--- config.mk ---
export PLATFORM = sky130hd
export DESIGN_NAME = wp_cmd_detect
export DESIGN_NICKNAME = d
export VERILOG_FILES = /design/src/rtl/wp_pkg.sv /design/src/rtl/wp_seq_match.sv /design/src/rtl/wp_prot_state.sv /design/src/rtl/wp_cmd_detect.sv
export SDC_FILE = /design/constraint.sdc
export NUM_CORES = 1
export LEC_CHECK = 0
export BUFFER_PORTS_ARGS = -buffer_cell sky130_fd_sc_hd__clkbuf_2
export CORE_MARGIN = 2
export CORE_UTILIZATION = 50
export CTS_BUF_LIST = sky130_fd_sc_hd__clkbuf_16
export DETAILED_ROUTE_END_ITERATION = 6
export GPL_ROUTABILITY_DRIVEN = 0
export PLACE_DENSITY = 0.78
export SETUP_SLACK_MARGIN = 0.5
export SLEW_MARGIN = 20
export SYNTH_ARGS = -nofsm -noshare
export SYNTH_HDL_FRONTEND = slang
export SYNTH_SLANG_ARGS = --single-unit
--- constraint.sdc ---
create_clock -name clk -period 4.3 [get_ports clk]
set_input_delay 0 -clock clk [delete_from_list [all_inputs] [get_ports clk]]
set_output_delay 0 -clock clk [all_outputs]
set_load 0.03 [all_outputs]
--- src/rtl/wp_pkg.sv ---
package wp_pkg;
  // Protection change waiting for the end of programming
  typedef enum logic [1:0] {
    PEND_NONE  = 2'd0,
    PEND_SET   = 2'd1,
    PEND_CLEAR = 2'd2
  } pend_e;
endpackage

--- src/rtl/wp_seq_match.sv ---
module wp_seq_match #(
  parameter int AW  = 13,
  parameter int DW  = 8,
  parameter int LEN = 3,
  parameter logic [LEN*AW-1:0] ADDRS = '0,
  parameter logic [LEN*DW-1:0] DATAS = '0
) (
  input  logic          clk,
  input  logic          rst_n,
  input  logic          clr,
  input  logic          wr_valid,
  input  logic [AW-1:0] wr_addr,
  input  logic [DW-1:0] wr_data,
  output logic          is_cmd,
  output logic          seq_done
);
  localparam int SW = (LEN > 1) ? $clog2(LEN) : 1;
  localparam logic [SW-1:0] LAST = SW'(LEN - 1);

  logic [AW-1:0] addr_tab [LEN];
  logic [DW-1:0] data_tab [LEN];

  for (genvar i = 0; i < LEN; i++) begin : g_tab
    assign addr_tab[i] = ADDRS[i*AW +: AW];
    assign data_tab[i] = DATAS[i*DW +: DW];
  end

  logic [SW-1:0] step_q, step_d;
  logic          hit_cur, hit_first;

  always_comb begin
    hit_cur   = wr_valid && (wr_addr == addr_tab[step_q]) && (wr_data == data_tab[step_q]);
    hit_first = wr_valid && (wr_addr == addr_tab[0]) && (wr_data == data_tab[0]);
    step_d    = step_q;
    if (clr) begin
      step_d = '0;
    end else if (wr_valid) begin
      if (hit_cur) begin
        step_d = (step_q == LAST) ? '0 : step_q + SW'(1);
      end else if (hit_first) begin
        step_d = SW'(1);
      end else begin
        step_d = '0;
      end
    end
  end

  assign is_cmd   = hit_cur || hit_first;
  assign seq_done = hit_cur && (step_q == LAST);

  always_ff @(posedge clk or negedge rst_n) begin
    if (!rst_n) begin
      step_q <= '0;
    end else if (wr_valid || clr) begin
      step_q <= step_d;
    end
  end


  step_range_chk: assert property (@(posedge clk) disable iff (!rst_n)
    int'(step_q) < LEN);


  restart_chk: assert property (@(posedge clk) disable iff (!rst_n)
    (wr_valid && !is_cmd) |=> (step_q == '0));

  initial begin
    len_param_chk: assert (LEN >= 2);
  end
endmodule

--- src/rtl/wp_prot_state.sv ---
module wp_prot_state
  import wp_pkg::*;
(
  input  logic clk,
  input  logic rst_n,
  input  logic en_done,
  input  logic dis_done,
  input  logic win_close,
  input  logic prog_done,
  output logic prot_q,
  output logic unlock_q
);
  pend_e pend_q, pend_d;
  logic  prot_d, unlock_d;

  always_comb begin
    unlock_d = unlock_q;
    if (win_close)    unlock_d = 1'b0;
    else if (en_done) unlock_d = 1'b1;

    pend_d = pend_q;
    if (prog_done)     pend_d = PEND_NONE;
    else if (en_done)  pend_d = PEND_SET;
    else if (dis_done) pend_d = PEND_CLEAR;

    prot_d = prot_q;
    if (prog_done) begin
      if (pend_q == PEND_SET)        prot_d = 1'b1;
      else if (pend_q == PEND_CLEAR) prot_d = 1'b0;
    end
  end

  always_ff @(posedge clk or negedge rst_n) begin
    if (!rst_n) begin
      prot_q   <= 1'b0;
      unlock_q <= 1'b0;
      pend_q   <= PEND_NONE;
    end else begin
      if (win_close || en_done)              unlock_q <= unlock_d;
      if (prog_done || en_done || dis_done)  pend_q   <= pend_d;
      if (prog_done)                         prot_q   <= prot_d;
    end
  end


  prot_hold_chk: assert property (@(posedge clk) disable iff (!rst_n)
    !prog_done |=> $stable(prot_q));


  unlock_clear_chk: assert property (@(posedge clk) disable iff (!rst_n)
    win_close |=> !unlock_q);


  prot_rise_chk: assert property (@(posedge clk) disable iff (!rst_n)
    (prog_done && pend_q == PEND_NONE) |=> (prot_q == $past(prot_q)));
endmodule

--- src/rtl/wp_cmd_detect.sv ---
module wp_cmd_detect #(
  parameter int AW      = 13,
  parameter int DW      = 8,
  parameter int EN_LEN  = 3,
  parameter int DIS_LEN = 6,
  parameter logic [EN_LEN*AW-1:0]  EN_ADDRS  = {13'h1555, 13'h0AAA, 13'h1555},
  parameter logic [EN_LEN*DW-1:0]  EN_DATAS  = {8'hA0, 8'h55, 8'hAA},
  parameter logic [DIS_LEN*AW-1:0] DIS_ADDRS = {13'h1555, 13'h0AAA, 13'h1555,
                                                13'h1555, 13'h0AAA, 13'h1555},
  parameter logic [DIS_LEN*DW-1:0] DIS_DATAS = {8'h20, 8'h55, 8'hAA,
                                                8'h80, 8'h55, 8'hAA}
) (
  input  logic          clk,
  input  logic          rst_n,
  input  logic          wr_valid,
  input  logic [AW-1:0] wr_addr,
  input  logic [DW-1:0] wr_data,
  input  logic          win_close,
  input  logic          prog_done,
  output logic          prot_active,
  output logic          commit_ok
);
  logic en_cmd, en_done, dis_cmd, dis_done, unlock;

  wp_seq_match #(.AW(AW), .DW(DW), .LEN(EN_LEN), .ADDRS(EN_ADDRS), .DATAS(EN_DATAS)) u_en (
    .clk(clk), .rst_n(rst_n), .clr(win_close), .wr_valid(wr_valid),
    .wr_addr(wr_addr), .wr_data(wr_data), .is_cmd(en_cmd), .seq_done(en_done));

  wp_seq_match #(.AW(AW), .DW(DW), .LEN(DIS_LEN), .ADDRS(DIS_ADDRS), .DATAS(DIS_DATAS)) u_dis (
    .clk(clk), .rst_n(rst_n), .clr(win_close), .wr_valid(wr_valid),
    .wr_addr(wr_addr), .wr_data(wr_data), .is_cmd(dis_cmd), .seq_done(dis_done));

  wp_prot_state u_state (
    .clk(clk), .rst_n(rst_n), .en_done(en_done), .dis_done(dis_done),
    .win_close(win_close), .prog_done(prog_done),
    .prot_q(prot_active), .unlock_q(unlock));

  always_comb begin
    commit_ok = wr_valid && !en_cmd && !dis_cmd && (!prot_active || unlock);
  end


  commit_on_write_chk: assert property (@(posedge clk) disable iff (!rst_n)
    commit_ok |-> wr_valid);


  cmd_strip_chk: assert property (@(posedge clk) disable iff (!rst_n)
    (en_done || dis_done) |-> !commit_ok);
endmodule

Word level (Yosys, flattened, before mapping)
Memories as Yosys holds them, arrays and structs flattened.
Index checks and enable logic that the tools add are counted.
Widths: inputs -> output; s select.
{"block": "totals", "ff_bits": 9, "mem_bits_ro": 168, "inputBits": 26, "out_inout_bits": 2, "wordCells": 79, "n_memories": 2}
{"memory": "(no name shown)", "depth": 8, "width": 13, "rd": 1, "rd_ports_with_merged_regs": 0, "wr": 0, "line_no": "wp_seq_match.sv:32", "text": "hit_cur = wr_valid && (wr_addr == addr_tab[step_q]) && (wr_data == data_tab[step_q]);"}
{"memory": "(no name shown)", "depth": 8, "width": 8, "rd": 1, "rd_ports_with_merged_regs": 0, "wr": 0, "line_no": "wp_seq_match.sv:32"}
{"block": "classes", "addsub": 2, "magnitude_cmp": 2, "n_eq_ne": 10, "mux": 27, "bitwise": 2, "reduce_logical": 29}
{"operator": "$mux 13", "n": 4}
{"operator": "$mux 8", "n": 4}
{"operator": "$bmux 13 s2", "n": 1}
{"operator": "$eq 13x13->1", "n": 2}
{"operator": "$bmux 8 s2", "n": 1}
{"operator": "$eq 8x8->1", "n": 2}
{"operator": "$mux 2", "n": 7}
{"operator": "$eq 13x13->1 const B", "n": 1}
{"operator": "$mux 3", "n": 4}
{"operator": "$logic_and 1x1->1", "n": 11}
{"operator": "$eq 8x8->1 const B", "n": 1}
{"operator": "$reduce_and 2->1", "n": 4}
{"operator": "$logic_or 1x1->1", "n": 7}
{"operator": "$mux 1", "n": 6}
{"operator": "$reduce_bool 2->1", "n": 3}
{"operator": "$eq 2x2->1 const B", "n": 2}
{"operator": "$ge 4x4->1 const B", "n": 1}
{"operator": "$not 3->4", "n": 1}
{"operator": "$add 3x1->3 const B", "n": 1}
{"operator": "$eq 3x3->1 const B", "n": 1}
{"operator": "$ge 3x3->1 const B", "n": 1}
{"operator": "$logic_not 1->1", "n": 3}
{"operator": "$not 2->3", "n": 1}
{"operator": "$reduce_bool 3->1", "n": 1}
{"operator": "other kinds (2)", "n": 2}

Depth between registers and ports, before layout
Gate-level depths: netlist of the first run.
{"block": "depth", "word_depth": 12, "ltp_mapped": 7, "depth_no_buf": 7}

By module
A second synthesis of the first run with hierarchy kept.
{"block": "hier_totals", "hier_cells": 125, "area_unflattened_um2": 994.7}
{"module": "wp_seq_match at u_dis", "instances": 1, "cells_per_inst": 71, "area_per_inst_um2": 510.5, "seq_area_each_um2": 75.1}
{"module": "wp_seq_match at u_en", "instances": 1, "cells_per_inst": 37, "area_per_inst_um2": 285.3, "seq_area_each_um2": 50.0}
{"module": "wp_prot_state", "instances": 1, "cells_per_inst": 15, "area_per_inst_um2": 170.2, "seq_area_each_um2": 100.1}
{"module": "wp_cmd_detect", "instances": 1, "cells_per_inst": 2, "area_per_inst_um2": 28.8, "seq_area_each_um2": 0.0}

Worst setup path after synthesis of the first run
No wires, ideal clock.
{"block": "synth_timing", "path_kind": "reg-to-output", "start": "register u_dis.step_q[0]", "end": "output port commit_ok", "arrival_ns": 2.434, "required_ns": 4.300, "setup_slack_ns": 1.866, "path_stages_with_launch": 7, "n_path_buf": 0, "path_cell_list": "dfrtp_1 ha_1 and2b_1 o21ai_0 a221o_1 nor3_1 nor4b_1"}
{"block": "synth_between", "elab_chain_len": 11, "elab_cells_between_ends": 15, "classes_between": "2 x eq/ne; 4 x mux; 1 x bitwise; 6 x reduce/logical; 2 x memory"}
{"item": "from (decl)", "line_no": "wp_seq_match.sv:28", "text": "logic [SW-1:0] step_q, step_d;"}
{"item": "from (signal assigned)", "line_no": "wp_seq_match.sv:55", "text": "step_q <= step_d;"}
{"item": "$not 3->4 (not written as such) *", "line_no": "wp_seq_match.sv:32"}
{"item": "$mem_v2 8x13"}
{"item": "$mux 13 (not written as such) (2 in a row)", "line_no": "wp_seq_match.sv:32"}
{"item": "$eq 13x13->1", "line_no": "wp_seq_match.sv:32"}
{"item": "$logic_and 1x1->1", "line_no": "wp_seq_match.sv:32"}
{"item": "$logic_and 1x1->1 *", "line_no": "wp_seq_match.sv:32"}
{"item": "$logic_or 1x1->1 *", "line_no": "wp_seq_match.sv:48", "text": "assign is_cmd = hit_cur || hit_first;"}
{"item": "$logic_not 1->1 *", "line_no": "wp_cmd_detect.sv:39", "text": "commit_ok = wr_valid && !en_cmd && !dis_cmd && (!prot_active || unlock);"}
{"item": "$logic_and 1x1->1 * (2 in a row)", "line_no": "wp_cmd_detect.sv:39"}
{"item": "to (decl)", "line_no": "wp_cmd_detect.sv:21", "text": "output logic commit_ok"}
Every way passes the cells marked *; elsewhere a longest branch is shown, timed or not. The select of a mux whose other input is x is not followed.

Final worst setup path of the first run
Ends and elaborated chain as after synthesis.

==> results.json, run 1 <==
{
  "fmaxAchievable_mhz": 395,
  "root_buffer": "clkbuf_16",
  "cp_slowest_cell": "dfrtp_1",
  "die_h_um": 46.2,
  "syn_avg_cell_area_um2": 8.01,
  "path_cells": "ha_1 > and2b_1 > or4_4 > a221o_1 > nor3_1 > nor4b_1 > clkbuf_2",
  "ys_seq_elements": 9,
  "cts_resized": 0,
  "area_delta_synth_final_pct": 29.0,
  "muxShareOfSynthArea_pct": 2.39,
  "grt_max_degree": 13,
  "synth_common_cells": "10 x nand2_1, 9 x dfrtp_1, 8 x inv_1, 8 x nand4_1, 8 x nor2_1",
  "finClkSkew_ps": 1.48,
  "synthAdderAreaFrac_pct": 7.03,
  "synth-edff-count": 0,
  "leakagePower_nw": 0.465,
  "drtAntennaViolNets": 0,
  "clk-insertion-delay-late_ps": 230,
  "fin_nets": 175,
  "synthSimpleGateAreaFrac_pct": 37.4,
  "path_class": "reg -> out",
  "pin_count": 28,
  "grt-ovfl-total": 0,
  "min_path_cells": 2,
  "ir_drop_v": 0.000311,
  "drt_pass1_iterations": 4,
  "powerDensity_mw_per_mm2": 249,
  "wl_per_cell_um": 14.5,
  "end_kind": "primary output",
  "cts_max_path_buffers": 2,
  "io_buffers": 27,
  "finalHoldViolCount": 0,
  "required_ps": 4300,
  "fin_crit_sh_pct": 58.9,
  "crit_path_start_kind": "register",
  "wirelength_um": 2440,
  "yosysMostFrequentCell": "nand2_1",
  "synth_top_family_by_area": "simple AND/OR/NAND/NOR gates",
  "dieWidth_um": 46.2,
  "avgViaCountPerCell": 6.04,
  "ys_seq_area_share_pct": 25.3,
  "first_global_vias": 936,
  "synthXorXnorAreaFrac_pct": 1.97,
  "total_power_w": 0.000286,
  "drt_iter0_markers": 33,
  "min_period_ps": 2530,
  "post-route-util_pct": 67.2,
  "final-setup-viol-count": 0,
  "drive_gt1_share_pct": 26.6,
  "finalMaxSlewViolations": 0,
  "arrival_ps": 2530,
  "start_util_pct": 52.1,
  "synth_area_leader_cell": "dfrtp_1",
  "cp_max_fo": 7,
  "synth_compound_area_share_pct": 21.7,
  "syn_inst": 111,
  "route.vias.total": 1014,
  "max_slew_margin_pct": 56.7,
  "cts.htree.levels": 1,
  "status": "complete, no violations",
  "clkTransAtPathRegs_ps": 40,
  "cts_tree": "done",
  "yosysWarnings": 0,
  "synth_flop_cell": "dfrtp_1",
  "synthesis.area_um2": 890,
  "grt_setup_unrepaired": "no",
  "worstHoldPathType": "in -> reg",
  "finalSetupTns_ps": 0,
  "yosysUniqueCellTypes": 37,
  "yosys-top-cells-area": "dfrtp_1 25%, ha_1 7.0%, nand4_1 5.6%",
  "drc": 0,
  "antenna_found_initial": 0,
  "cts.sinks": 9,
  "rows": 15,
  "dpl_cell_area_mm2": 0.00105,
  "antenna-diode-count": 0,
  "async_flop_share_pct": 100,
  "synth_top_area_share_pct": 25.3,
  "reg2reg_depth": 6,
  "fin_area_mm2": 0.00115,
  "grt_pass1_wl_um": 3780,
  "cts_setup_buffers": 0,
  "whs_ps": 11.4,
  "die_area_mm2": 0.00213,
  "dp_hpwl_um": 2010,
  "fp.coreArea_mm2": 0.00171,
  "slowest_delay_ps": 440,
  "cts_buffers": 3,
  "ctsHoldBuffers": 2,
  "maxCapViolCount": 0,
  "track_usage_pct": 24.9,
  "synth_nets": 142,
  "worst-slew-pin-transition_ps": 644
}
==> kinds of logic after synthesis <==
logic type | Yosys count
DFF | 9
xor gates and xnor gates | 2
muxes | 2
and+or+nand+nor | 59
AOI/OAI and AO/OA | 25
buffers and inverters | 9
adders and majority gates | 5
==> flip-flops by register name, summed over array words and instances, names as in the netlist <==
name and count:
u_dis.step_q 3, u_state.prot_q 1, u_state.unlock_q 1, u_state.pend_q 2, u_en.step_q 2
==> per-layer routing <==
layer / track usage, % / wire length, um / up-vias
met5: 0 / 0 / -
met4: 14.3 / 72 / 0
met3: 2.75 / 165 / 9
met2: 43.3 / 1180 / 49
met1: 29.2 / 1020 / 462
li1: - / - / 494
==> worst max-delay path: cells and delay by family, from the launching register on <==
family / cells / cell delay [ps]
AND/OR/NAND/NOR: 4 / 970
flip-flops: 1 / 440
AO/OA/AOI/OAI: 1 / 370
adder cells (fa/ha/maj): 1 / 290
buffers and inverters: 1 / 220
==> final timing paths <==
path / start / slack [ps] / end
max in group asynchronous: rst_n / 3950 / u_dis.step_q[0]$_DFFE_PN0P_
setup / recovery: u_dis.step_q[0]$_DFFE_PN0P_ / 1770 / commit_ok
setup reg to reg: u_dis.step_q[0]$_DFFE_PN0P_ / 1970 / u_dis.step_q[0]$_DFFE_PN0P_
hold reg to reg: u_state.unlock_q$_DFFE_PN0P_ / 530 / u_state.unlock_q$_DFFE_PN0P_
hold / removal: win_close / 10 / u_dis.step_q[0]$_DFFE_PN0P_
min in group asynchronous: rst_n / 160 / u_en.step_q[1]$_DFFE_PN0P_
==> layout make-up <==
cell class	instances	area [um2]
Clock inverter	1	3.75
Multi-Input combinational cell	93	627
Inverter	8	30.0
Clock buffer	3	75.1
Sequential cell	9	225
Tap cell	25	31.3
Fill cell	146	561
Timing Repair Buffer	29	155
==> placed cells by master, fill, tap and decap left out, types with 2 or more instances in the layout <==
cell type / synthesis / routed
nand2b_1: 4 / 4
a21oi_1: 7 / 7
or4_4: 2 / 2
clkbuf_16: 0 / 3
xnor2_1: 2 / 2
clkbuf_2: 0 / 27
nand3_1: 5 / 5
or4_1: 3 / 3
dlygate4sd3_1: 0 / 2
nor2_1: 8 / 8
and2_1: 2 / 2
inv_1: 8 / 9
nor3_1: 5 / 5
dfrtp_1: 9 / 9
o21ai_0: 5 / 5
nand2_1: 10 / 10
ha_1: 5 / 5
nand4_1: 8 / 8
nor2b_1: 2 / 2
a221oi_2: 2 / 2
a41oi_1: 2 / 2
nor4_1: 4 / 4
==> stage by stage <==
step / setup WS, ps / cells
final: 1770 / 168
after global routing: 1700 / 168
after CTS: 1830 / 168
after detailed placement: 2000 / 162
after global placement: 2060 / 162
after floorplan: 1870 / 111
==> report_power, final <==
part | internal (W) | leakage (nW) | switching (W) | total [W]
Sequential | 0.0000856 | 0.120 | 0.000000808 | 0.0000864
Combinational | 0.0000176 | 0.303 | 0.0000225 | 0.0000401
Clock | 0.000121 | 0.0423 | 0.0000380 | 0.000159
No activity file was read; power rests on OpenSTA's default activity.
==> run 2: changes to the inputs <==
Clock period 4.3 ns to 2.5 ns, I/O delays scaled along.
==> run 2 against run 1 <==
  * The run now ends with hold timing left
  * Combinational power grew 90%
  * Register-to-register slack lost 1700 ps
  * Cell count grew 3.6%
  * Non-clock buffer count grew 6
  * Flip-flop and latch count is the same
  * Total power grew 73%
  * Clock-buffer cell count is the same
  * Sequential share of layout area shrank 1.5 points
  * Global-route usage grew 0.20 points
  * Hold slack lost 12 ps
  * Critical endpoint unchanged
  * Largest power group unchanged
  * Highest routed layer unchanged
==> results.json, run 2 (same netlist as run 1, synthesis figures left out) <==
{
  "drtAntennaViolNets": 0,
  "cp_max_fo": 5,
  "pin_count": 28,
  "route.vias.total": 1048,
  "maxCapViolCount": 0,
  "rows": 15,
  "path_class": "reg -> out",
  "required_ps": 2500,
  "finClkSkew_ps": 0.596,
  "cp_slowest_cell": "dfrtp_2",
  "die_h_um": 46.2,
  "powerDensity_mw_per_mm2": 394,
  "root_buffer": "clkbuf_16",
  "drive_gt1_share_pct": 35.6,
  "finalMaxSlewViolations": 0,
  "drc": 0,
  "ir_drop_v": 0.000721,
  "finalHoldViolCount": 1,
  "grt_pass1_wl_um": 3810,
  "worst-slew-pin-transition_ps": 544,
  "drt_pass1_iterations": 4,
  "fin_area_mm2": 0.00126,
  "post-route-util_pct": 73.6,
  "die_area_mm2": 0.00213,
  "grt-ovfl-total": 0,
  "dp_hpwl_um": 1980,
  "antenna-diode-count": 0,
  "worstHoldPathType": "in -> reg",
  "final-setup-viol-count": 0,
  "min_period_ps": 2250,
  "leakagePower_nw": 0.523,
  "fin_nets": 181,
  "first_global_vias": 935,
  "slowest_delay_ps": 440,
  "layout_commonest_cell": "clkbuf_2",
  "antenna_found_initial": 0,
  "io_buffers": 27,
  "avgViaCountPerCell": 6.02,
  "area_delta_synth_final_pct": 41.2,
  "path_cells": "ha_4 > and2b_1 > or4_4 > a221o_1 > nor3_2 > nor4b_2 > buf_4",
  "dieWidth_um": 46.2,
  "end_kind": "primary output",
  "fp.coreArea_mm2": 0.00171,
  "largestRegisters": "u_dis.step_q x3, u_en.step_q x2, u_state.pend_q x2",
  "grt_setup_unrepaired": "yes",
  "cts_max_path_buffers": 2,
  "start_util_pct": 52.1,
  "status": "finished with violations",
  "fillCellCount": 121,
  "fmaxAchievable_mhz": 445,
  "drt_iter0_markers": 33,
  "finalSetupTns_ps": 0,
  "dpl_cell_area_mm2": 0.00107,
  "clk-insertion-delay-late_ps": 230,
  "grt_max_degree": 13,
  "cts.htree.levels": 1,
  "final_cell_mix": "26 x clkbuf_2, 10 x nand2_1, 9 x inv_1",
  "arrival_ps": 2250,
  "wirelength_um": 2560,
  "cts_tree": "done",
  "crit_path_start_kind": "register",
  "track_usage_pct": 25.1,
  "largest_register": "u_dis.step_q",
  "whs_ps": -0.785,
  "clkTransAtPathRegs_ps": 40,
  "max_slew_margin_pct": 63.4,
  "cts_buffers": 3,
  "violations": "hold timing",
  "fin_crit_sh_pct": 90.0,
  "cts.sinks": 9,
  "largest_reg_flops": 3,
  "wl_per_cell_um": 14.7
}
[run 2: cell types whose count changed in the layout (fill, tap and decap cells not counted), sizes merged]
cell	previous run	this run
clkbuf	30	29
buf	0	7
[run 2: layer usage]
layer	wire, um	GRT usage, %
met1	1010	30.3
met5	0	0
met2	1280	42.5
met3	176	3.53
met4	89	13.7
[run 2: final cells by class]
type,count,area (um2),share of cell area (%)
multi-input cells,93,686,54.6
repair buffers,35,203,16.1
inverters,8,30.0,2.39
flip-flops and latches,9,228,18.1
clock inverters,1,3.75,0.299
clock buffers,3,75.1,5.98
well taps,25,31.3,2.49
[run 2: where the power goes]
| part | switching [W] | internal [W] | leakage, nW |
|---|---|---|---|
| registers | 0.00000138 | 0.000147 | 0.117 |
| logic | 0.0000424 | 0.0000336 | 0.364 |
| clock network | 0.0000624 | 0.000208 | 0.0423 |
[run 2: what timing repair did]
action	in CTS	in global routing
endpoints found under the hold margin	11	0
buffers inserted	5	0
resized for setup	6	5
hold buffers	2	0
endpoints found under the setup margin	6	6
pin swaps	4	0
[run 2: worst paths after layout]
check,slack [ps],to,cells past startpoint,startpoint
worst max-delay path,250,commit_ok,7,u_dis.step_q[0]$_DFFE_PN0P_
worst min-delay path,-0.8,u_dis.step_q[0]$_DFFE_PN0P_,2,win_close
worst max register to register,270,u_state.pend_q[1]$_DFFE_PN0P_,6,u_dis.step_q[0]$_DFFE_PN0P_
worst min register to register,540,u_state.unlock_q$_DFFE_PN0P_,2,u_state.unlock_q$_DFFE_PN0P_
max in group asynchronous,2140,u_dis.step_q[0]$_DFFE_PN0P_,2,rst_n
min in group asynchronous,150,u_en.step_q[0]$_DFFE_PN0P_,2,rst_n
[run 2: critical path: cells and delay by family, from the launching register on]
family | cells | cell delay (ps)
AOI/OAI and AO/OA | 1 | 370
buffers and inverters | 1 | 170
DFF | 1 | 440
and+or+nand+nor | 4 | 860
adders and majority gates | 1 | 170
[run 2: metrics by stage]
step	total power [W]	cells	setup WS [ps]
3_5_place_dp	0.000216	163	258
4_1_cts	0.000497	174	263
3_3_place_gp	0.000214	163	329
5_1_grt	0.000516	174	129
2_1_floorplan	0.000178	111	444
6_report	0.000495	174	251
